### config.mk
export PLATFORM = sky130hd
export DESIGN_NAME = tdc_sym_decoder
export DESIGN_NICKNAME = d
export VERILOG_FILES = /design/src/rtl/tdc_sym_pkg.sv /design/src/rtl/tdc_sym_decode.sv /design/src/rtl/tdc_word_pack.sv /design/src/rtl/tdc_sym_decoder.sv
export SDC_FILE = /design/constraint.sdc
export NUM_CORES = 1
export LEC_CHECK = 0
export ABC_AREA = 1
export CAP_MARGIN = 10
export CORE_UTILIZATION = 51
export CTS_CLUSTER_SIZE = 20
export DETAILED_ROUTE_END_ITERATION = 7
export GPL_ROUTABILITY_DRIVEN = 0
export PLACE_DENSITY = 0.74
export SETUP_SLACK_MARGIN = 0.15
export SYNTH_ARGS = -nofsm -noshare
export SYNTH_HDL_FRONTEND = slang
export SYNTH_HIERARCHICAL = 1
export SYNTH_SLANG_ARGS = --single-unit
### constraint.sdc
create_clock -name clk -period 3.3 [get_ports clk]
set_clock_uncertainty 0.15 [all_clocks]
set_input_delay 0.33 -clock clk [delete_from_list [all_inputs] [get_ports clk]]
set_output_delay 0.33 -clock clk [all_outputs]
set_load 0.05 [all_outputs]
### src/rtl/tdc_sym_pkg.sv
package tdc_sym_pkg;

    localparam int SYM_W  = 10;
    localparam int BYTE_W = 8;
    localparam logic [BYTE_W-1:0] START_BYTE = 8'h3C;  // K.28.1

    typedef enum logic [1:0] {
        DSP_NEG2,
        DSP_ZERO,
        DSP_POS2,
        DSP_BAD
    } dsp_e;

    typedef struct packed {
        logic       ok;
        logic       k28;
        logic [4:0] x;
    } six_t;

    typedef struct packed {
        logic       ok;
        logic [2:0] y;
    } four_t;

    typedef struct packed {
        logic [BYTE_W-1:0] data;
        logic              ctrl;
        logic              err;
    } dec_t;

    // 6-bit sub-block written a,b,c,d,e,i with a as MSB
    function automatic six_t lookup6(input logic [5:0] c);
        six_t r;
        r = '{ok: 1'b1, k28: 1'b0, x: 5'd0};
        case (c)
            6'b100111, 6'b011000: r.x = 5'd0;
            6'b011101, 6'b100010: r.x = 5'd1;
            6'b101101, 6'b010010: r.x = 5'd2;
            6'b110001:            r.x = 5'd3;
            6'b110101, 6'b001010: r.x = 5'd4;
            6'b101001:            r.x = 5'd5;
            6'b011001:            r.x = 5'd6;
            6'b111000, 6'b000111: r.x = 5'd7;
            6'b111001, 6'b000110: r.x = 5'd8;
            6'b100101:            r.x = 5'd9;
            6'b010101:            r.x = 5'd10;
            6'b110100:            r.x = 5'd11;
            6'b001101:            r.x = 5'd12;
            6'b101100:            r.x = 5'd13;
            6'b011100:            r.x = 5'd14;
            6'b010111, 6'b101000: r.x = 5'd15;
            6'b011011, 6'b100100: r.x = 5'd16;
            6'b100011:            r.x = 5'd17;
            6'b010011:            r.x = 5'd18;
            6'b110010:            r.x = 5'd19;
            6'b001011:            r.x = 5'd20;
            6'b101010:            r.x = 5'd21;
            6'b011010:            r.x = 5'd22;
            6'b111010, 6'b000101: r.x = 5'd23;
            6'b110011, 6'b001100: r.x = 5'd24;
            6'b100110:            r.x = 5'd25;
            6'b010110:            r.x = 5'd26;
            6'b110110, 6'b001001: r.x = 5'd27;
            6'b001110:            r.x = 5'd28;
            6'b101110, 6'b010001: r.x = 5'd29;
            6'b011110, 6'b100001: r.x = 5'd30;
            6'b101011, 6'b010100: r.x = 5'd31;
            6'b001111, 6'b110000: begin r.x = 5'd28; r.k28 = 1'b1; end
            default:              r.ok = 1'b0;
        endcase
        return r;
    endfunction

    // 4-bit sub-block written f,g,h,j with f as MSB
    function automatic four_t lookup4(input logic [3:0] c);
        four_t r;
        r = '{ok: 1'b1, y: 3'd0};
        case (c)
            4'b1011, 4'b0100:                   r.y = 3'd0;
            4'b1001:                            r.y = 3'd1;
            4'b0101:                            r.y = 3'd2;
            4'b1100, 4'b0011:                   r.y = 3'd3;
            4'b1101, 4'b0010:                   r.y = 3'd4;
            4'b1010:                            r.y = 3'd5;
            4'b0110:                            r.y = 3'd6;
            4'b1110, 4'b0001, 4'b0111, 4'b1000: r.y = 3'd7;
            default:                            r.ok = 1'b0;
        endcase
        return r;
    endfunction

    function automatic dsp_e disp6(input logic [5:0] c);
        case ($countones(c))
            2:       return DSP_NEG2;
            3:       return DSP_ZERO;
            4:       return DSP_POS2;
            default: return DSP_BAD;
        endcase
    endfunction

    function automatic dsp_e disp4(input logic [3:0] c);
        case ($countones(c))
            1:       return DSP_NEG2;
            2:       return DSP_ZERO;
            3:       return DSP_POS2;
            default: return DSP_BAD;
        endcase
    endfunction

    // disparity violation of one sub-block given the entering disparity (1 = positive)
    function automatic logic dsp_violation(input dsp_e d, input logic rd_pos);
        return (d == DSP_BAD) || (d == DSP_POS2 && rd_pos) || (d == DSP_NEG2 && !rd_pos);
    endfunction

    function automatic logic dsp_after(input dsp_e d, input logic rd_pos);
        return (d == DSP_POS2) ? 1'b1 : (d == DSP_NEG2) ? 1'b0 : rd_pos;
    endfunction

endpackage

### src/rtl/tdc_sym_decode.sv
module tdc_sym_decode
    import tdc_sym_pkg::*;
(
    input  logic              clk,
    input  logic              rst,
    input  logic [SYM_W-1:0]  sym_i,
    input  logic              valid_i,
    output dec_t              dec_o,
    output logic              valid_o
);

    logic [5:0] c6;
    logic [3:0] c4;
    logic [3:0] c4_eff;
    six_t       s6;
    four_t      s4;
    dsp_e       d6;
    dsp_e       d4;
    logic       rd_q;
    logic       rd_mid;
    logic       rd_end;
    logic       bad6;
    logic       bad4;
    logic       is_k7;
    dec_t       dec_d;
    dec_t       dec_q;
    logic       valid_q;

    always_comb begin
        c6     = {sym_i[0], sym_i[1], sym_i[2], sym_i[3], sym_i[4], sym_i[5]};
        c4     = {sym_i[6], sym_i[7], sym_i[8], sym_i[9]};
        // a K.28 sent at positive disparity is the bitwise complement of its negative form
        c4_eff = (c6 == 6'b110000) ? ~c4 : c4;
        s6     = lookup6(c6);
        s4     = lookup4(c4_eff);
        d6     = disp6(c6);
        d4     = disp4(c4);

        bad6   = !s6.ok || dsp_violation(d6, rd_q)
               || (c6 == 6'b111000 && rd_q) || (c6 == 6'b000111 && !rd_q);
        rd_mid = dsp_after(d6, rd_q);
        bad4   = !s4.ok || dsp_violation(d4, rd_mid)
               || (c4 == 4'b1100 && rd_mid) || (c4 == 4'b0011 && !rd_mid);
        rd_end = dsp_after(d4, rd_mid);

        is_k7  = (s6.x == 5'd23 || s6.x == 5'd27 || s6.x == 5'd29 || s6.x == 5'd30)
               && (c4 == 4'b0111 || c4 == 4'b1000);

        dec_d.data = {s4.y, s6.x};
        dec_d.err  = bad6 || bad4;
        dec_d.ctrl = (s6.k28 || is_k7) && !(bad6 || bad4);
    end

    always_ff @(posedge clk) begin
        if (rst) begin
            rd_q    <= 1'b0;
            dec_q   <= '0;
            valid_q <= 1'b0;
        end else begin
            valid_q <= valid_i;
            if (valid_i) begin
                rd_q  <= rd_end;
                dec_q <= dec_d;
            end else begin
                dec_q.ctrl <= 1'b0;
                dec_q.err  <= 1'b0;
            end
        end
    end

    assign dec_o   = dec_q;
    assign valid_o = valid_q;

    // disparity is untouched while no symbol is strobed
    p_rd_hold_r5: assert property (@(posedge clk) disable iff (rst)
        !valid_i |=> $stable(rd_q));

    // every output strobe comes from an input strobe one clock earlier
    p_out_pulse_r6: assert property (@(posedge clk) disable iff (rst)
        valid_o |-> $past(valid_i));

    // a control flag never travels with an error
    p_ctrl_clean_r2: assert property (@(posedge clk) disable iff (rst)
        dec_o.ctrl |-> !dec_o.err);

endmodule

### src/rtl/tdc_word_pack.sv
module tdc_word_pack
    import tdc_sym_pkg::*;
#(
    parameter int WORD_BYTES = 4
) (
    input  logic                         clk,
    input  logic                         rst,
    input  dec_t                         dec_i,
    input  logic                         valid_i,
    output logic [WORD_BYTES*BYTE_W-1:0] word_o,
    output logic                         word_valid_o
);

    localparam int WORD_W = WORD_BYTES * BYTE_W;
    localparam int POS_W  = (WORD_BYTES > 1) ? $clog2(WORD_BYTES) : 1;
    localparam logic [POS_W-1:0] LAST_POS = POS_W'(WORD_BYTES - 1);

    logic [POS_W-1:0]  pos_q;
    logic [WORD_W-1:0] acc_q;
    logic [WORD_W-1:0] word_q;
    logic              wv_q;
    logic              take;
    logic              start;
    logic [WORD_W-1:0] acc_next;

    assign take     = valid_i && !dec_i.ctrl && !dec_i.err;
    assign start    = valid_i && dec_i.ctrl && (dec_i.data == START_BYTE);
    assign acc_next = {acc_q[WORD_W-BYTE_W-1:0], dec_i.data};

    always_ff @(posedge clk) begin
        if (rst) begin
            pos_q  <= '0;
            acc_q  <= '0;
            word_q <= '0;
            wv_q   <= 1'b0;
        end else begin
            wv_q <= 1'b0;
            if (start) begin
                pos_q <= '0;
            end else if (take) begin
                acc_q <= acc_next;
                if (pos_q == LAST_POS) begin
                    pos_q  <= '0;
                    word_q <= acc_next;
                    wv_q   <= 1'b1;
                end else begin
                    pos_q <= pos_q + 1'b1;
                end
            end
        end
    end

    assign word_o       = word_q;
    assign word_valid_o = wv_q;

    // a word strobe is caused by a data byte one clock earlier
    p_word_src_r8: assert property (@(posedge clk) disable iff (rst)
        word_valid_o |-> $past(take));

    // a word strobe lasts exactly one clock
    p_word_single_r8: assert property (@(posedge clk) disable iff (rst)
        word_valid_o |=> !word_valid_o);

    // a start character returns the packer to the top lane
    p_start_clear_r9: assert property (@(posedge clk) disable iff (rst)
        start |=> (pos_q == '0));

endmodule

### src/rtl/tdc_sym_decoder.sv
module tdc_sym_decoder
    import tdc_sym_pkg::*;
(
    input  logic        clk,
    input  logic        rst,
    input  logic [9:0]  sym_i,
    input  logic        sym_valid_i,
    output logic [7:0]  byte_o,
    output logic        byte_valid_o,
    output logic        ctrl_o,
    output logic        code_err_o,
    output logic [31:0] word_o,
    output logic        word_valid_o
);

    dec_t dec;
    logic dec_valid;

    tdc_sym_decode u_decode (
        .clk     (clk),
        .rst     (rst),
        .sym_i   (sym_i),
        .valid_i (sym_valid_i),
        .dec_o   (dec),
        .valid_o (dec_valid)
    );

    tdc_word_pack #(.WORD_BYTES(4)) u_pack (
        .clk          (clk),
        .rst          (rst),
        .dec_i        (dec),
        .valid_i      (dec_valid),
        .word_o       (word_o),
        .word_valid_o (word_valid_o)
    );

    assign byte_o       = dec.data;
    assign byte_valid_o = dec_valid;
    assign ctrl_o       = dec.ctrl;
    assign code_err_o   = dec.err;

endmodule

---- Word level (Yosys, flattened, before mapping) ----
Cells that the tools add are included.
word-level totals
  bits in registers ....................... 71
  word-level logic and storage cells ...... 182
  input port bits ......................... 13
cells by class
  reduce and logical (&&, ||, !) cells .... 64
  bitwise gates (word level) .............. 4
  equality and inequality tests ........... 82
  muxes and demuxes ....................... 14
  add/sub/neg operators ................... 9
operators with widths
  cell                                                              count
  5-bit one-hot mux with 31 select lines                            1
  6-bit == test, second input constant                              24
  32-bit by 2-bit == test with 1-bit output, second input constant  4
  32-bit adder                                                      3
  6-bit by 5-bit == test with 1-bit output, second input constant   14
  48-bit OR reduction                                               1
  6-bit by 4-bit == test with 1-bit output, second input constant   7
  4-bit == test, second input constant                              9
  2-bit OR reduction                                                18
  32-bit by 1-bit == test with 1-bit output, second input constant  1
  32-bit by 3-bit == test with 1-bit output, second input constant  1
  3-bit one-hot mux with 7 select lines                             1
  4-bit by 3-bit == test with 1-bit output, second input constant   5
  5-bit == test, second input constant                              4
  6-bit by 3-bit == test with 1-bit output, second input constant   3
  1-bit logical OR                                                  16
  1-bit logical AND                                                 14
  14-bit OR reduction                                               1
  4-bit by 2-bit == test with 1-bit output, second input constant   3
  2-bit one-hot mux with 3 select lines                             2
  1-bit by 1-bit adder with 2-bit output                            5
  2-bit == test, second input constant                              5
  8-bit by 6-bit == test with 1-bit output, second input constant   1
  1-bit 2-to-1 mux                                                  8
  other kinds (12)                                                  22

---- Depth between registers and ports, before layout ----
  word-level depth ........................ 17
  mapped depth ............................ 17
  mapped depth without buffers ............ 17

---- Modules after synthesis ----
Netlist, hierarchy kept.
by module, submodules not included
  module          cells each  instances  area each (um2)
  tdc_word_pack   347         1          2,603.7
  tdc_sym_decode  367         1          1,921.8

---- Least setup slack after synthesis ----
No wires, ideal clock.
  kind .................................... in2reg
  start point ............................. in sym_i[0]
  end point ............................... reg u_decode.dec_q (netlist bit u_decode/dec_o[1])
  path slack .............................. 0.205 ns
  data required time ...................... 3.084 ns
  data arrival time ....................... 2.879 ns
  cell stages on the path ................. 16
  path buffers ............................ 0
  path through ............................ fa_1 inv_1 fa_1 inv_1 ha_1 inv_1 fa_1 inv_1 nor3_1 o21ai_0 o211ai_1 a21oi_1 nand2_1 inv_1 nand3_1 a21oi_2
on the way
  word-level cells in the longest chain between the ends .. 16
ends and longest elaborated chain
  what                                                                                                           line                                      text
  start, declared                                                                                                tdc_sym_decoder.sv:6                      input logic [9:0] sym_i,
  1-bit by 1-bit adder with 2-bit output (implied by the code)                                                   tdc_sym_pkg.sv:93                         case ($countones(c))
  32-bit adder (implied by the code)                                                                             tdc_sym_pkg.sv:93
  32-bit by 3-bit == test with 1-bit output / 32-bit by 2-bit == test with 1-bit output (equally long branches)  tdc_sym_pkg.sv:93
  2-bit one-hot mux with 3 select lines                                                                          tdc_sym_pkg.sv:93
  2-bit logical NOT                                                                                              tdc_sym_pkg.sv:112, tdc_sym_pkg.sv:116
  1-bit 2-to-1 mux (2 in series)                                                                                 tdc_sym_pkg.sv:116                        return (d == DSP_POS2) ? 1'b1 : (d == DSP_NEG2) ? 1'b0 : rd_pos;
  1-bit logical AND / 1-bit logical NOT (equally long branches)                                                  tdc_sym_pkg.sv:112, tdc_sym_decode.sv:43
  1-bit logical OR / 1-bit logical AND (equally long branches)                                                   tdc_sym_pkg.sv:112                        return (d == DSP_BAD) || (d == DSP_POS2 && rd_pos) || (d == DSP_NEG2 && !rd_pos);
  1-bit logical OR                                                                                               tdc_sym_pkg.sv:112
  1-bit logical OR                                                                                               tdc_sym_decode.sv:42                      bad4 = !s4.ok || dsp_violation(d4, rd_mid)
  1-bit logical OR (2 in series)                                                                                 tdc_sym_decode.sv:43                      || (c4 == 4'b1100 && rd_mid) || (c4 == 4'b0011 && !rd_mid);
  1-bit logical OR                                                                                               tdc_sym_decode.sv:51                      dec_d.ctrl = (s6.k28 || is_k7) && !(bad6 || bad4);
  1-bit logical NOT                                                                                              tdc_sym_decode.sv:51
  1-bit logical AND *                                                                                            tdc_sym_decode.sv:51
  end, declared                                                                                                  tdc_sym_decode.sv:26                      dec_t dec_q;
Mark *: on every way between the ends. The rest lies on a longest branch, timed or not.
A chain may end at the register's enable or synchronous reset.

---- Worst setup path after layout ----
  start point ............................. in sym_i[3]
  end point ............................... reg u_decode.rd_q
on the way
  word-level cells in the longest chain between the ends .. 10
ends and longest elaborated chain
  what                                                                                                           line                  text
  1-bit by 1-bit adder with 2-bit output (implied by the code) *                                                 tdc_sym_pkg.sv:93
  32-bit adder (implied by the code) * (2 in series)                                                             tdc_sym_pkg.sv:93
  32-bit by 3-bit == test with 1-bit output / 32-bit by 2-bit == test with 1-bit output (equally long branches)  tdc_sym_pkg.sv:93
  2-bit one-hot mux with 3 select lines *                                                                        tdc_sym_pkg.sv:93
  2-bit logical NOT                                                                                              tdc_sym_pkg.sv:116
  1-bit 2-to-1 mux                                                                                               tdc_sym_pkg.sv:116
  1-bit 2-to-1 mux * (3 in series)                                                                               tdc_sym_pkg.sv:116
  end signal, assigned                                                                                           tdc_sym_decode.sv:62  rd_q <= rd_end;
  end, declared                                                                                                  tdc_sym_decode.sv:19  logic rd_q;
Marked as above.

==> results.md <==
- Antenna cells: 0
- IO Count: 57
- Core area: 0.00864 mm^2
- P&R area growth vs syn: 19.4%
- Routed vias/inst: 5.23
- Die Span Y: 96.2 um
- Fin. max-slew vios: 0
- Die width: 96.2 um
- Final Hold Fails: 0
- #FFs+latches synth: 71
- Utilization after layout: 62.6%
- Drt first-iter violations: 310
- Net Count, Synth: 743
- Hold/Removal Path Class: reg -> reg
- Pre-CTS WS: -0.565 ns
- YS warnings: 6
- Full die area: 0.00925 mm^2
- CTS clk-pin slew, worst paths: 0.07 ns
- Most common cell after layout, fill and taps aside: nand2_1
- Worst slew pin tran: 0.944 ns
- Remaining Overflow, GRT: 0
- Post-synthesis sequential area ratio: 31.4%
- Crit path max fanout: 4
- Share of cells above drive strength 1: 11.5%
- R2R depth: 4
- First-pass GRT wire length: 17,800 um
- Mapped Cells: 714
- Setup CP Type: in -> reg
- H-tree depth: 3
- Worst EP required: 3.36 ns
- Final antenna-violating net count: 0
- Drt first pass iters: 5
- Dpl hpwl: 7740 um
- Final setup vio count: 0
- TritonCTS buffer count: 9
- Initial Utilization: 52.4%
- Antenna violations before repair: 0
- Pwr per Cell Area: 404 mW/mm^2
- Port bufs: 56
- Max Cap Viol: 0
- Routed via count: 4,576
- CTS sink cnt: 71
- Nets@finish: 791
- Worst Setup Slack, final: 0.276 ns
- Peak supply drop: 0.220 mV
- Outcome: finished, final reports clean
- Vias in the first global route: 4,026
- Fmax: 331 MHz
- Drt wl/cell: 12.4 um
- Critical path startpoint category: input port
- Synth unique cells: 32
- RSZ-0062 raised after global routing: false
- Largest net degree at the start of global routing: 59
- Worst hold stages: 2
- TritonCTS clock tree: built
- Most frequent cells in the layout: nand2_1 (193), nor2_1 (146), inv_1 (71), dfxtp_1 (71), clkdlybuf4s50_1 (53)
- Clock root buffer: clkbuf_8
- Avg Cell Area, Syn: 6.34 um^2
- Final wirelength: 10,800 um
- Post-Syn Area: 0.00453 mm^2
- Final Cycle Share: 91.6%
- Crit path capture type: flop
- GRT Util Overall: 24.2%
- Static Leak: 0.00245 uW
- Minimum clock period after layout: 3.02 ns
- Worst-skew pair later-pin latency: 0.34 ns
- DRC viols: 0
- Rows: 34
- Max-slew headroom: 37.0%
- CP Data Arrival Time: 3.08 ns
- CTS max path bufs: 2
-- worst max-delay path: stages --
cell	delay [ns]
buf_6	0.10
fa_1	0.52
inv_1	0.05
fa_1	0.43
inv_1	0.07
ha_2	0.16
inv_2	0.04
fa_1	0.49
inv_2	0.13
nor3_4	0.04
o21ai_2	0.15
inv_2	0.06
buf_4	0.12
buf_4	0.12
buf_4	0.13
o21ai_2	0.05
a31oi_1	0.09
-- kinds of logic after synthesis --
logic type	count (synthesis)	share of synthesized area [%]
adder cells (fa/ha/maj)	16	5.09
AND/OR/NAND/NOR	462	46.5
AO/OA/AOI/OAI	46	5.45
buffers and inverters	119	11.6
flip-flops	71	31.4
-- per-layer routing --
layer,up-vias,track usage (%),share of wire (%)
li1,2349,-,-
met1,2053,30.5,43
met2,154,42.0,50
met3,20,3.63,5.8
met4,0,7.96,1.7
met5,-,0,0
-- registers in the layout, summed over array words and instances (netlist names) --
register	flops
u_pack/word_o	32
u_pack/pos_q	2
u_decode/rd_q	1
u_decode/valid_o	1
u_pack/word_valid_o	1
u_decode/dec_o	10
u_pack/acc_q	24
-- final cells by class --
| cell class | instances | area [um^2] |
|---|---|---|
| well taps | 108 | 135 |
| repair buffers | 72 | 672 |
| fillers | 821 | 3230 |
| clock buffers | 11 | 131 |
| inverters | 84 | 315 |
| flip-flops and latches | 71 | 1420 |
| clock inverters | 5 | 106 |
| multi-input cells | 524 | 2620 |
-- path summary, 6_finish.rpt --
check	from	end	slack [ns]
max	sym_i[3]	u_decode/rd_q$_SDFFE_PP0P_	0.28
min	u_pack/acc_q[22]$_SDFFE_PP0P_	u_pack/acc_q[22]$_SDFFE_PP0P_	0.31
max reg2reg	u_decode/valid_o$_SDFF_PP0_	u_pack/word_o[11]$_SDFFE_PP0P_	1.41
min reg2reg	u_pack/acc_q[22]$_SDFFE_PP0P_	u_pack/acc_q[22]$_SDFFE_PP0P_	0.31
-- through the flow --
| stage | power [uW] | TNS (ns) | hold WS, ns | cells | area, um^2 |
|---|---|---|---|---|---|
| floorplan | 1210 | 0 | 0.249 | 714 | 4530 |
| global placement | 1310 | -0.846 | 0.302 | 855 | 5100 |
| detailed placement | 1320 | -1.30 | 0.302 | 855 | 5100 |
| CTS | 2180 | 0 | 0.313 | 875 | 5390 |
| global route | 2280 | 0 | 0.329 | 875 | 5400 |
| finish | 2180 | 0 | 0.314 | 875 | 5400 |
-- power breakdown --
group / switching [uW] / internal, uW
clock: 323 / 504
combinational: 299 / 161
sequential: 22.3 / 873
-- synth_stat cells, drive strengths merged --
cell / n / area share [%]
buf: 23 / 3.6
o211ai: 3 / 0.50
a21o: 1 / 0.17
nand2: 194 / 16
nand3b: 1 / 0.44
a31oi: 2 / 0.28
nor2: 155 / 14
inv: 83 / 6.9
nand3: 69 / 10
clkbuf: 12 / 1.0
clkinv: 1 / 0.083
a21oi: 29 / 3.3
o21ai: 11 / 1.2
nor3: 3 / 0.33
fa: 4 / 1.8
dfxtp: 71 / 31
and2: 1 / 0.14
nand4: 39 / 5.5
ha: 12 / 3.3
-- timing repair --
action	4_1_cts	5_1_grt
hold buffers	0	0
pin swaps	7	6
setup buffers	4	0
gates cloned	0	0
setup endpoints to repair	3	3
resized for setup	24	4
Power figures use the tool's default switching activity.
